`src/rtl/os_timer_pkg.sv`:
```
package os_timer_pkg;
    localparam int OPT_W    = 2;
    localparam int EN_BIT   = 0;
    localparam int ONE_BIT  = 1;

    typedef enum logic [1:0] {
        A_STAMP  = 2'd0,
        A_RELOAD = 2'd1,
        A_COUNT  = 2'd2,
        A_STATUS = 2'd3
    } reg_addr_e;

    typedef enum logic {
        ST_IDLE = 1'b0,
        ST_RUN  = 1'b1
    } tmr_state_e;
endpackage

```
`src/rtl/os_timer_stamp.sv`:
```
module os_timer_stamp #(
    parameter int W = 32
) (
    input  logic         clk,
    input  logic         rst_n,
    input  logic         wr,
    input  logic [W-1:0] wval,
    output logic [W-1:0] ts_q
);
    // A software write wins over the increment on the same edge.
    always_ff @(posedge clk or negedge rst_n) begin
        if (!rst_n)
            ts_q <= '0;
        else if (wr)
            ts_q <= wval;
        else
            ts_q <= ts_q + W'(1);
    end
endmodule

```
`src/rtl/os_timer_down.sv`:
```
module os_timer_down
    import os_timer_pkg::*;
#(
    parameter int W = 32
) (
    input  logic         clk,
    input  logic         rst_n,
    input  logic         ld,
    input  logic [W-1:0] ld_val,
    output logic [W-1:0] rl_q,
    output logic [W-1:0] cnt_q,
    output logic         expire,
    output logic         running
);
    localparam logic [W-1:0] CNT_MASK = {{(W-OPT_W){1'b1}}, {OPT_W{1'b0}}};

    tmr_state_e   state_q, state_d;
    logic [W-1:0] rl_d, cnt_d;
    logic         hit;

    // Next-state and datapath decisions.
    always_comb begin
        state_d = state_q;
        rl_d    = rl_q;
        cnt_d   = cnt_q;
        hit     = 1'b0;
        unique case (state_q)
            ST_IDLE: begin
                cnt_d = cnt_q;
            end
            ST_RUN: begin
                if (cnt_q == '0) begin
                    hit = 1'b1;
                    if (rl_q[ONE_BIT]) begin
                        rl_d[EN_BIT] = 1'b0;     // oneshot-expire
                        state_d      = ST_IDLE;
                    end else begin
                        cnt_d = rl_q & CNT_MASK; // periodic-expire
                    end
                end else begin
                    cnt_d = cnt_q - W'(1);
                end
            end
        endcase
        // Software load replaces any expiry in the same cycle.
        if (ld) begin
            hit     = 1'b0;
            rl_d    = ld_val;
            cnt_d   = ld_val & CNT_MASK;
            state_d = ld_val[EN_BIT] ? ST_RUN : ST_IDLE;
        end
    end

    // State register.
    always_ff @(posedge clk or negedge rst_n) begin
        if (!rst_n) begin
            state_q <= ST_IDLE;
            rl_q    <= '0;
            cnt_q   <= '0;
        end else begin
            state_q <= state_d;
            rl_q    <= rl_d;
            cnt_q   <= cnt_d;
        end
    end

    // Outputs.
    always_comb begin
        expire  = hit;
        running = (state_q == ST_RUN);
    end
endmodule

```
`src/rtl/os_timer_pend.sv`:
```
module os_timer_pend (
    input  logic clk,
    input  logic rst_n,
    input  logic set,
    input  logic clr,
    output logic pend_q
);
    // Set dominates a same-edge clear so an expiry is never lost.
    always_ff @(posedge clk or negedge rst_n) begin
        if (!rst_n)
            pend_q <= 1'b0;
        else if (set)
            pend_q <= 1'b1;
        else if (clr)
            pend_q <= 1'b0;
    end
endmodule

```
`src/rtl/os_timer.sv`:
```
module os_timer
    import os_timer_pkg::*;
#(
    parameter int W = 32
) (
    input  logic         clk,
    input  logic         rst_n,
    input  logic         wr_en,
    input  logic [1:0]   addr,
    input  logic [W-1:0] wdata,
    output logic [W-1:0] rdata,
    output logic         irq
);
    logic [W-1:0] ts_q, rl_q, cnt_q;
    logic         expire, running, pend_q;
    logic         wr_ts, wr_rl, wr_st;

    always_comb begin
        wr_ts = wr_en && (addr == A_STAMP);
        wr_rl = wr_en && (addr == A_RELOAD);
        wr_st = wr_en && (addr == A_STATUS);
    end

    os_timer_stamp #(.W(W)) u_stamp (
        .clk(clk), .rst_n(rst_n), .wr(wr_ts), .wval(wdata), .ts_q(ts_q)
    );

    os_timer_down #(.W(W)) u_down (
        .clk(clk), .rst_n(rst_n), .ld(wr_rl), .ld_val(wdata),
        .rl_q(rl_q), .cnt_q(cnt_q), .expire(expire), .running(running)
    );

    os_timer_pend u_pend (
        .clk(clk), .rst_n(rst_n), .set(expire),
        .clr(wr_st && wdata[0]), .pend_q(pend_q)
    );

    always_comb begin
        unique case (addr)
            A_STAMP:  rdata = ts_q;
            A_RELOAD: rdata = rl_q;
            A_COUNT:  rdata = cnt_q;
            default:  rdata = {{(W-1){1'b0}}, pend_q};
        endcase
    end

    assign irq = pend_q;
endmodule

```
`config.mk`:
```
export PLATFORM = sky130hd
export DESIGN_NAME = os_timer
export DESIGN_NICKNAME = d
export VERILOG_FILES = /design/src/rtl/os_timer_pkg.sv /design/src/rtl/os_timer_stamp.sv /design/src/rtl/os_timer_down.sv /design/src/rtl/os_timer_pend.sv /design/src/rtl/os_timer.sv
export SDC_FILE = /design/constraint.sdc
export NUM_CORES = 1
export LEC_CHECK = 0
export ABC_AREA = 1
export BUFFER_PORTS_ARGS = -buffer_cell sky130_fd_sc_hd__buf_4
export CAP_MARGIN = 10
export CORE_MARGIN = 1.5
export CORE_UTILIZATION = 60
export DETAILED_ROUTE_END_ITERATION = 16
export GPL_ROUTABILITY_DRIVEN = 0
export PLACE_DENSITY = 0.81
export SKIP_LAST_GASP = 1
export SYNTH_ARGS = -nofsm -noshare
export SYNTH_HDL_FRONTEND = slang
export SYNTH_SLANG_ARGS = --single-unit
```
`constraint.sdc`:
```
create_clock -name clk -period 2.4 [get_ports clk]
set_clock_uncertainty 0.1 [all_clocks]
set_input_delay 0.6 -clock clk [delete_from_list [all_inputs] [get_ports clk]]
set_output_delay 0.6 -clock clk [all_outputs]
set_load 0.05 [all_outputs]
```
Word-level counts from Yosys, hierarchy flattened
Cells that the tools add are included.
Widths: inputs -> output; s select.
{"block": "classes", "reduce_logical": 12, "n_mux": 20, "addsub": 2, "n_eq_ne": 5, "bitwise": 1}
{"cell": "$mux 32", "count": 5}
{"cell": "$pmux 32 s3", "count": 1}
{"cell": "$add 32x1->32 const B", "count": 1}
{"cell": "$logic_not 32->1", "count": 1}
{"cell": "$sub 32x1->32 const B", "count": 1}
{"cell": "$mux 1", "count": 14}
{"cell": "$reduce_bool 2->1", "count": 4}
{"cell": "$eq 2x2->1 const B", "count": 2}
{"cell": "$logic_and 1x1->1", "count": 4}
{"cell": "$ne 4x3->1 const B", "count": 1}
{"cell": "$reduce_and 3->1", "count": 1}
{"cell": "$eq 2x1->1 const B", "count": 1}
{"cell": "$logic_not 2->1", "count": 1}
{"cell": "$ne 2x1->1 const B", "count": 1}
{"cell": "$reduce_and 2->1", "count": 1}
{"cell": "$not 1->1", "count": 1}
{"block": "word_totals", "register_bits": 98, "in_bits": 37}

Logic depth before layout (Yosys ltp)
Gate-level depths: netlist of the first run.
{"block": "depth", "word_depth": 5, "mapped_depth": 12}

Cells and area by module
Synthesis of the first run repeated with hierarchy kept, for this count alone.
{"block": "hier_totals", "hier_cells": 1079, "hier_area_um2": 6692.7}
{"module": "os_timer_down", "seq_area_each_um2": 1626.6, "cells_per_inst": 609, "n_inst": 1, "area_each_um2": 3917.5}
{"module": "os_timer_stamp", "seq_area_each_um2": 800.8, "cells_per_inst": 317, "n_inst": 1, "area_each_um2": 2089.5}
{"module": "os_timer", "seq_area_each_um2": 0.0, "cells_per_inst": 148, "n_inst": 1, "area_each_um2": 645.6}
{"module": "os_timer_pend", "seq_area_each_um2": 25.0, "cells_per_inst": 5, "n_inst": 1, "area_each_um2": 40.0}

Worst setup path before layout of the first run
Ideal clock, no wire load.
{"block": "synth_timing", "kind": "input to output", "start": "input addr[1]", "end": "output rdata[13]", "required_ps": 1700, "cell_stages": 5, "arrival_ps": 2188, "path_slack_ps": -488, "path_cell_list": "inv_1 nor2_1 clkinv_1 clkbuf_1 o221ai_1"}
{"block": "synth_between", "elab_chain_cells": 2, "elab_cells_between_ends": 4}
{"item": "from (decl)", "line_no": "os_timer.sv:9", "rtl": "input logic [1:0] addr,"}
{"item": "$eq 2x2->1, or another cell as far along", "line_no": "os_timer.sv:39", "rtl": "unique case (addr)"}
{"item": "$pmux 32 s3 *", "line_no": "os_timer.sv:39"}
{"item": "to (decl)", "line_no": "os_timer.sv:11", "rtl": "output logic [W-1:0] rdata,"}
Mark *: on every way between the ends. The rest lies on a longest branch, timed or not.

Worst setup path in the final report of the first run
{"block": "layout_timing", "start": "input addr[0]", "end": "output rdata[10]"}
The elaborated chain is that of the path after synthesis.

==> impl_summary.txt, run 1 <==
----------------------------------------------------
[Run status]
  Outcome ... finished, final reports clean

[Critical path]
  Highest cell delay on the worst timing path ... approximately 240 ps
  Most frequent cell on the critical path ... sky130_fd_sc_hd__buf_4
  Capture instance of the worst register-to-register path ... u_down.cnt_q[10]$_DFFE_PN0P_
  Dominant delay contributor by cell family on the critical path ... buffers and inverters
  Worst setup path start ... addr[0]
  Total number of cells along the worst setup path ... 6
  Worst Path Class, Setup ... in -> out
  Maximum net fanout on the critical path ... 9
  Critical path buffers and inverters ... 4
  Critical path capture point type ... output pin
  Element type at the critical path start ... primary input
  Worst setup path end ... rdata[10]
  Register-to-register setup slack ... about 210 ps
  Required time of the worst setup path ... around 1700 ps
  Reg-to-reg critical path startpoint ... u_down.cnt_q[0]$_DFFE_PN0P_
  Data arrival, critical path ... 1630 ps
  Chain of cells forming the critical path ... buf_4 -> nor2_2 -> inv_2 -> buf_12 -> o221ai_2 -> buf_4
  Cell with the largest stage delay on the worst path ... sky130_fd_sc_hd__buf_4
  Worst Reg2Reg Path Length in Cells ... 10

[Placement]
  Placed cell count ... between 1000 and 1500
  Port Buffers ... a little under 70
  Detail Placement HPWL ... 17100 um
  Placement-stage cell area ... around 7700 um^2
  Pre-CTS setup slack ... 74.4 ps

[Timing]
  Number of max-slew violations in the final report ... 0
  Final worst setup slack ... 65.2 ps
  Final period demand of the worst path ... about 2300 ps
  Worst-margin pin slew ... a little over 500 ps
  Worst-case headroom to the max-slew limit ... 0.662
  Crit share post-route ... 0.973
  Number of hold violations in the final report ... 0
  Maximum clock frequency ... ~430 MHz
  Final setup violation count ... 0
  Total Neg Setup Slack ... 0 ps
  RSZ-0062 raised after global routing ... false
  Worst hold margin ... 95.2 ps

[Synthesis]
  Synth Instances ... 987
  Leading cell types by total area after synthesis ... sky130_fd_sc_hd__dfrtp_1, sky130_fd_sc_hd__nand2_1, sky130_fd_sc_hd__nand3_1
  Sequential cell area fraction in the yosys report ... 0.376
  Top cell type's share of synthesized area ... 0.376
  Cell Area, Synth ... between 6000 and 7000 um^2
  Top-count cell post-synth ... sky130_fd_sc_hd__nand2_1
  Most used flip-flop cell after synthesis ... sky130_fd_sc_hd__dfrtp_1
  Number of distinct library cells after synthesis ... 33
  Mapped Nets ... 1027
  Synth cell count leaders ... sky130_fd_sc_hd__nand2_1, sky130_fd_sc_hd__inv_1, sky130_fd_sc_hd__nor2_1
  Synth Warn # ... 0
  EDFF count, synth ... 0
  Seq cells post-synth ... ~100
  Mean instance size in the synthesized netlist ... about 6.6 um^2
  Async SR Flop Fraction ... 1.00
  Largest area contributor in the netlist ... sky130_fd_sc_hd__dfrtp_1

[Finish]
  Area added between synthesis and finish ... 21.6%
  Final cell area excluding filler cells ... 7930 um^2
  Final standard cell count with taps included and fillers excluded ... roughly 1200
  Fraction of layout cells with a size suffix above 1 ... 0.151
  Filler instances ... around 870
  Number of nets in the finished design ... between 1000 and 1500
  Number of antenna cells inserted ... 0

[Die]
  DIE WIDTH ... around 110 um
  Area enclosed by the die boundary ... between 10000 and 15000 um^2
  Floorplan Core Area ... 10400 um^2
  Effective utilization at floorplan ... 0.626
  Number of standard-cell rows in the floorplan ... 37
  Y dimension of the die ... approximately 110 um
  I/O pin count ... 70

[Clock network]
  Number of buffers added to fix hold violations after cts ... 0
  Clock Latency Late Sink ... around 370 ps
  Number of buffers inserted during clock tree synthesis ... 9
  Number of buffers inserted by post-CTS setup repair ... 0
  Clock transition at the registers of the reported paths ... about 90 ps
  Max Root-Sink Buffers ... 2
  Buffer type at the clock tree root ... sky130_fd_sc_hd__clkbuf_8
  Post-CTS resize count ... 0
  CTS sink count ... between 90 and 100
  Depth of the CTS H-tree ... 3
  TritonCTS clock tree ... done

[GRT]
  Aggregate global-route resource usage ... 0.401
  Antenna violations before repair ... 0
  Wire length of the first global-routing pass ... between 30000 and 40000 um
  Largest net degree at the start of global routing ... 45
  Gr ovfl total ... 0
  Via count of the first global-routing pass ... 6721

[Power and ir drop]
  Leak ... 0.00388 uW
  Cell area power density ... about 890 nW/um^2
  Max IR drop VDD ... 582 uV

[Detailed routing]
  Aggregate routed wire length ... 21800 um
  DR iter-0 viols ... between 700 and 800
  Initial DRT Pass Iterations ... 5
  Via count ... 7102
  Avg Vias per Cell ... 5.86
  DRC Markers ... 0
  Wire length per cell ... roughly 18 um
  Routed Antenna Nets ... 0

[Flow run]
  Max-cap violations ... 0

[Hold path]
  Min-Delay Path Class ... in -> async

----------------------------------------------------
[power breakdown]
part | leakage, uW | switching [uW] | internal, uW
Sequential | 0.00120 | 557 | 2080
Clock | 0.0000962 | 585 | 504
Combinational | 0.00258 | 2230 | 1140
Total | 0.00388 | 3370 | 3720
[stage by stage]
step / total power [uW] / utilization
after CTS: 7010 / 0.761
after detailed placement: 5930 / 0.743
final: 7090 / 0.761
after global placement: 5880 / 0.743
after global routing: 7550 / 0.761
after floorplan: 4860 / -
[cell usage in the layout, fill, tap and decap left out, types with 14 or more instances in the layout]
master,Yosys,final
sky130_fd_sc_hd__xor2_1,14,14
sky130_fd_sc_hd__nand3_1,86,86
sky130_fd_sc_hd__a21oi_1,15,15
sky130_fd_sc_hd__o221ai_4,0,14
sky130_fd_sc_hd__inv_1,113,112
sky130_fd_sc_hd__dfrtp_1,98,98
sky130_fd_sc_hd__o21ai_0,58,58
sky130_fd_sc_hd__nor2_1,109,107
sky130_fd_sc_hd__nand2_1,361,361
sky130_fd_sc_hd__buf_4,0,94
[registers in the layout (all words and copies together), names as in the netlist]
register	flops
u_pend.pend_q	1
u_down.running	1
u_down.cnt_q	32
u_stamp.ts_q	32
u_down.rl_q	32
[cells by family after synthesis]
kind of cell               after synthesis  share of synthesized area
buffers and inverters                  148                     0.0971
DFF                                     98                      0.376
adders and majority gates                3                    0.00576
AOI/OAI and AO/OA                      119                      0.114
and+or+nand+nor                        595                      0.374
xor gates and xnor gates                24                     0.0322
[metal layers]
metal  global-route usage  part of all wire  vias to the layer above
li1                     -                 -                     3345
met2                0.610              0.45                      413
met3               0.0979              0.12                       57
met1                0.541              0.40                     3287
met5                    0                 0                        -
met4                0.182             0.037                        0
[layout make-up]
cell class | count | area (um^2) | area share
sequential | 98 | 2450 | 0.309
clock inverter | 3 | 40.0 | 0.00505
multi-input combinational | 741 | 3760 | 0.474
inverter | 118 | 457 | 0.0576
timing repair buffer | 104 | 906 | 0.114
clock buffer | 12 | 145 | 0.0183
tap | 136 | 170 | 0.0215
[worst register-to-register path, cell delays in order (launching register included)]
cell and delay, ps:
sky130_fd_sc_hd__dfrtp_1 400, sky130_fd_sc_hd__inv_1 200, sky130_fd_sc_hd__ha_1 290, sky130_fd_sc_hd__nand2_1 80
sky130_fd_sc_hd__nor2_1 130, sky130_fd_sc_hd__nand2_2 90, sky130_fd_sc_hd__nor2_4 170, sky130_fd_sc_hd__buf_4 300
sky130_fd_sc_hd__a21oi_4 150, sky130_fd_sc_hd__nand3_1 110, sky130_fd_sc_hd__nand3_1 70
[worst min path at each step]
stage	cells past startpoint	to	slack [ps]
after CTS	1	u_down.cnt_q[10]$_DFFE_PN0P_	110
after global placement	1	u_down.cnt_q[0]$_DFFE_PN0P_	360
after detailed placement	1	u_down.cnt_q[0]$_DFFE_PN0P_	370
final	1	u_down.rl_q[6]$_DFFE_PN0P_	100
after floorplan	0	u_down.cnt_q[0]$_DFFE_PN0P_	200
after global routing	1	u_down.rl_q[6]$_DFFE_PN0P_	130
(Power assumes the default switching activity.)
==> run 2, diff against run 1 <==
--- a/config.mk
+++ b/config.mk
@@ -5,14 +5,14 @@
 export SDC_FILE = /design/constraint.sdc
 export NUM_CORES = 1
 export LEC_CHECK = 0
-export ABC_AREA = 1
 export BUFFER_PORTS_ARGS = -buffer_cell sky130_fd_sc_hd__buf_4
-export CAP_MARGIN = 10
+export CAP_MARGIN = 20
 export CORE_MARGIN = 1.5
-export CORE_UTILIZATION = 60
+export CORE_UTILIZATION = 59
 export DETAILED_ROUTE_END_ITERATION = 16
 export GPL_ROUTABILITY_DRIVEN = 0
-export PLACE_DENSITY = 0.81
+export PLACE_DENSITY = 0.8
+export RECOVER_POWER = 50
 export SKIP_LAST_GASP = 1
 export SYNTH_ARGS = -nofsm -noshare
 export SYNTH_HDL_FRONTEND = slang
==> impl_summary.txt, run 2 <==
----------------------------------------------------
[Synthesis]
  Top-count cell post-synth ... sky130_fd_sc_hd__nand2_1
  Leading cell types by total area after synthesis ... sky130_fd_sc_hd__dfrtp_1, sky130_fd_sc_hd__nand2_1, sky130_fd_sc_hd__o21ai_0
  Largest area contributor in the netlist ... sky130_fd_sc_hd__dfrtp_1
  Synth Instances ... roughly 740
  Sequential cell area fraction in the yosys report ... 0.399
  Mapped Nets ... just under 800
  Synth Warn # ... 0
  Number of distinct library cells after synthesis ... 69
  Async SR Flop Fraction ... 1.00
  Seq cells post-synth ... just under 100
  EDFF count, synth ... 0
  Most used flip-flop cell after synthesis ... sky130_fd_sc_hd__dfrtp_1
  Synth cell count leaders ... sky130_fd_sc_hd__nand2_1, sky130_fd_sc_hd__dfrtp_1, sky130_fd_sc_hd__o21ai_0
  Mean instance size in the synthesized netlist ... between 8 and 9 um^2
  Top cell type's share of synthesized area ... 0.399
  Cell Area, Synth ... slightly above 6000 um^2

[Detailed routing]
  Initial DRT Pass Iterations ... 5
  Routed Antenna Nets ... 0
  Via count ... approximately 6300
  Wire length per cell ... roughly 19 um
  Avg Vias per Cell ... 6.29
  DRC Markers ... 0
  Aggregate routed wire length ... 19500 um
  DR iter-0 viols ... ~630

[Finish]
  Final cell area excluding filler cells ... 7940 um^2
  Fraction of layout cells with a size suffix above 1 ... 0.284
  Number of nets in the finished design ... between 900 and 1000
  Number of antenna cells inserted ... 0
  Leading cell types in the layout, fill and taps excluded ... sky130_fd_sc_hd__nand2_1, sky130_fd_sc_hd__buf_4, sky130_fd_sc_hd__dfrtp_1
  Post-layout utilization of the core ... 0.776
  Area added between synthesis and finish ... 29.4%
  Filler instances ... ~690
  Largest registers ... u_down.cnt_q x32, u_down.rl_q x32, u_stamp.ts_q x32
  Most common library cell in the layout ignoring fill and taps ... sky130_fd_sc_hd__nand2_1

[Power and ir drop]
  Leak ... roughly 0.0036 uW
  Total Power ... approximately 7000 uW
  Cell area power density ... around 880 nW/um^2
  Max IR drop VDD ... around 480 uV

[GRT]
  Aggregate global-route resource usage ... 0.359
  Antenna violations before repair ... 0
  Gr ovfl total ... 0
  Largest net degree at the start of global routing ... 48
  Via count of the first global-routing pass ... 6345
  Wire length of the first global-routing pass ... 31400 um

[Clock network]
  CTS sink count ... 98
  Number of buffers added to fix hold violations after cts ... 0
  Depth of the CTS H-tree ... 3
  TritonCTS clock tree ... done
  Buffer type at the clock tree root ... sky130_fd_sc_hd__clkbuf_8
  Max Root-Sink Buffers ... 2
  Clock transition at the registers of the reported paths ... roughly 100 ps
  Number of buffers inserted during clock tree synthesis ... 9
  Clock Latency Late Sink ... 390 ps

[Timing]
  Number of hold violations in the final report ... 0
  Final worst setup slack ... -20.0 ps
  Total Neg Setup Slack ... -39.2 ps
  Crit share post-route ... 1.01
  Worst-case headroom to the max-slew limit ... 0.237
  Worst-margin pin slew ... between 1000 and 1500 ps
  Final setup violation count ... 3
  Maximum clock frequency ... ~410 MHz
  Number of max-slew violations in the final report ... 0
  Final period demand of the worst path ... 2420 ps
  RSZ-0062 raised after global routing ... true

[Critical path]
  Data arrival, critical path ... ~2600 ps
  Maximum net fanout on the critical path ... 10
  Required time of the worst setup path ... ~2600 ps
  Worst Reg2Reg Path Length in Cells ... 7
  Element type at the critical path start ... register
  Critical path capture point type ... register
  Worst Path Class, Setup ... reg -> reg

[Placement]
  Placement-stage cell area ... 7640 um^2
  Pre-CTS setup slack ... -111 ps
  Port Buffers ... roughly 70
  Detail Placement HPWL ... between 10000 and 15000 um

[Die]
  DIE WIDTH ... about 110 um
  Floorplan Core Area ... slightly above 10000 um^2
  Area enclosed by the die boundary ... between 10000 and 15000 um^2
  I/O pin count ... 70
  Number of standard-cell rows in the floorplan ... 37
  Y dimension of the die ... 105 um
  Effective utilization at floorplan ... 0.600

[Run status]
  Failing checks ... setup timing
  Outcome ... finished, violations left

[Flow run]
  Max-cap violations ... 0

[Hold path]
  Min-Delay Path Class ... in -> async

----------------------------------------------------
==> run 2: cell types whose count changed in the layout (fill, tap and decap cells not counted), sizes merged, moves of 9 or more <==
cell	before	now
a22oi	0	9
and3	0	11
buf	104	156
inv	114	7
mux2i	0	32
nand2	366	196
nand3	86	19
nor2	118	31
nor3b	0	13
o21ai	59	86
o221ai	30	0
xnor2	10	24
==> run 2: final cells by class <==
| cell class | instances | area, um^2 | area share |
|---|---|---|---|
| clock buffer | 12 | 155 | 0.0195 |
| clock inverter | 3 | 15.0 | 0.00189 |
| inverter | 7 | 26.3 | 0.00331 |
| multi-input combinational | 584 | 3850 | 0.485 |
| sequential | 98 | 2450 | 0.309 |
| tap | 136 | 170 | 0.0214 |
| timing repair buffer | 161 | 1270 | 0.160 |
==> run 2: timing repair <==
action                                  CTS  global route
resized for setup                         3            23
cloned                                    0             1
endpoints found under the setup margin   25            28
pin swaps                                 3            14
buffers inserted                          2             5
==> run 2: power by group <==
part / switching (uW) / total, uW / internal [uW]
sequential: 414 / 2470 / 2050
clock: 596 / 1020 / 424
combinational: 2020 / 3530 / 1520
==> run 2: cell families after synthesis <==
kind of cell | count (synthesis) | share of synthesized area
compound gates | 157 | 0.159
xor+xnor | 46 | 0.0668
fa+ha+maj | 3 | 0.00611
buf+inv | 57 | 0.0399
flops | 98 | 0.399
mux | 34 | 0.0577
simple gates | 344 | 0.271
==> run 2: per-layer routing <==
metal  vias to the layer above  wire length [um]  global-route usage
li1                       2821                 -                   -
met1                      3056              7860               0.467
met2                       355              9470               0.598
met3                        64              1520              0.0474
met4                         0               651               0.158
met5                         -                 0                   0
==> run 2: worst max-delay path: stages, from the launching register on <==
cell                       delay, ps
sky130_fd_sc_hd__dfrtp_1         400
sky130_fd_sc_hd__or4_4           580
sky130_fd_sc_hd__or3_4           380
sky130_fd_sc_hd__nor3_4          280
sky130_fd_sc_hd__buf_6           190
sky130_fd_sc_hd__a21oi_1         100
sky130_fd_sc_hd__o21ai_2         140
sky130_fd_sc_hd__o311ai_2        110
==> run 2: through the flow <==
step | hold slack, ps | cells
finish | 205 | 1001
floorplan | 204 | 739
detailed placement | 387 | 979
global placement | 377 | 979
CTS | 71.8 | 996
global route | 282 | 1001
==> run 2: worst paths after layout <==
kind                                                 to                    startpoint  slack, ps
max in group asynchronous    u_stamp.ts_q[18]$_DFF_PN0_                         rst_n        430
hold / removal             u_down.cnt_q[31]$_DFFE_PN0P_                         rst_n        210
setup / recovery           u_down.cnt_q[22]$_DFFE_PN0P_  u_down.cnt_q[18]$_DFFE_PN0P_        -20
hold reg to reg              u_down.rl_q[4]$_DFFE_PN0P_    u_down.rl_q[4]$_DFFE_PN0P_        410
setup reg to reg           u_down.cnt_q[22]$_DFFE_PN0P_  u_down.cnt_q[18]$_DFFE_PN0P_        -20
min in group clk             u_down.rl_q[1]$_DFFE_PN0P_                      wdata[1]        320
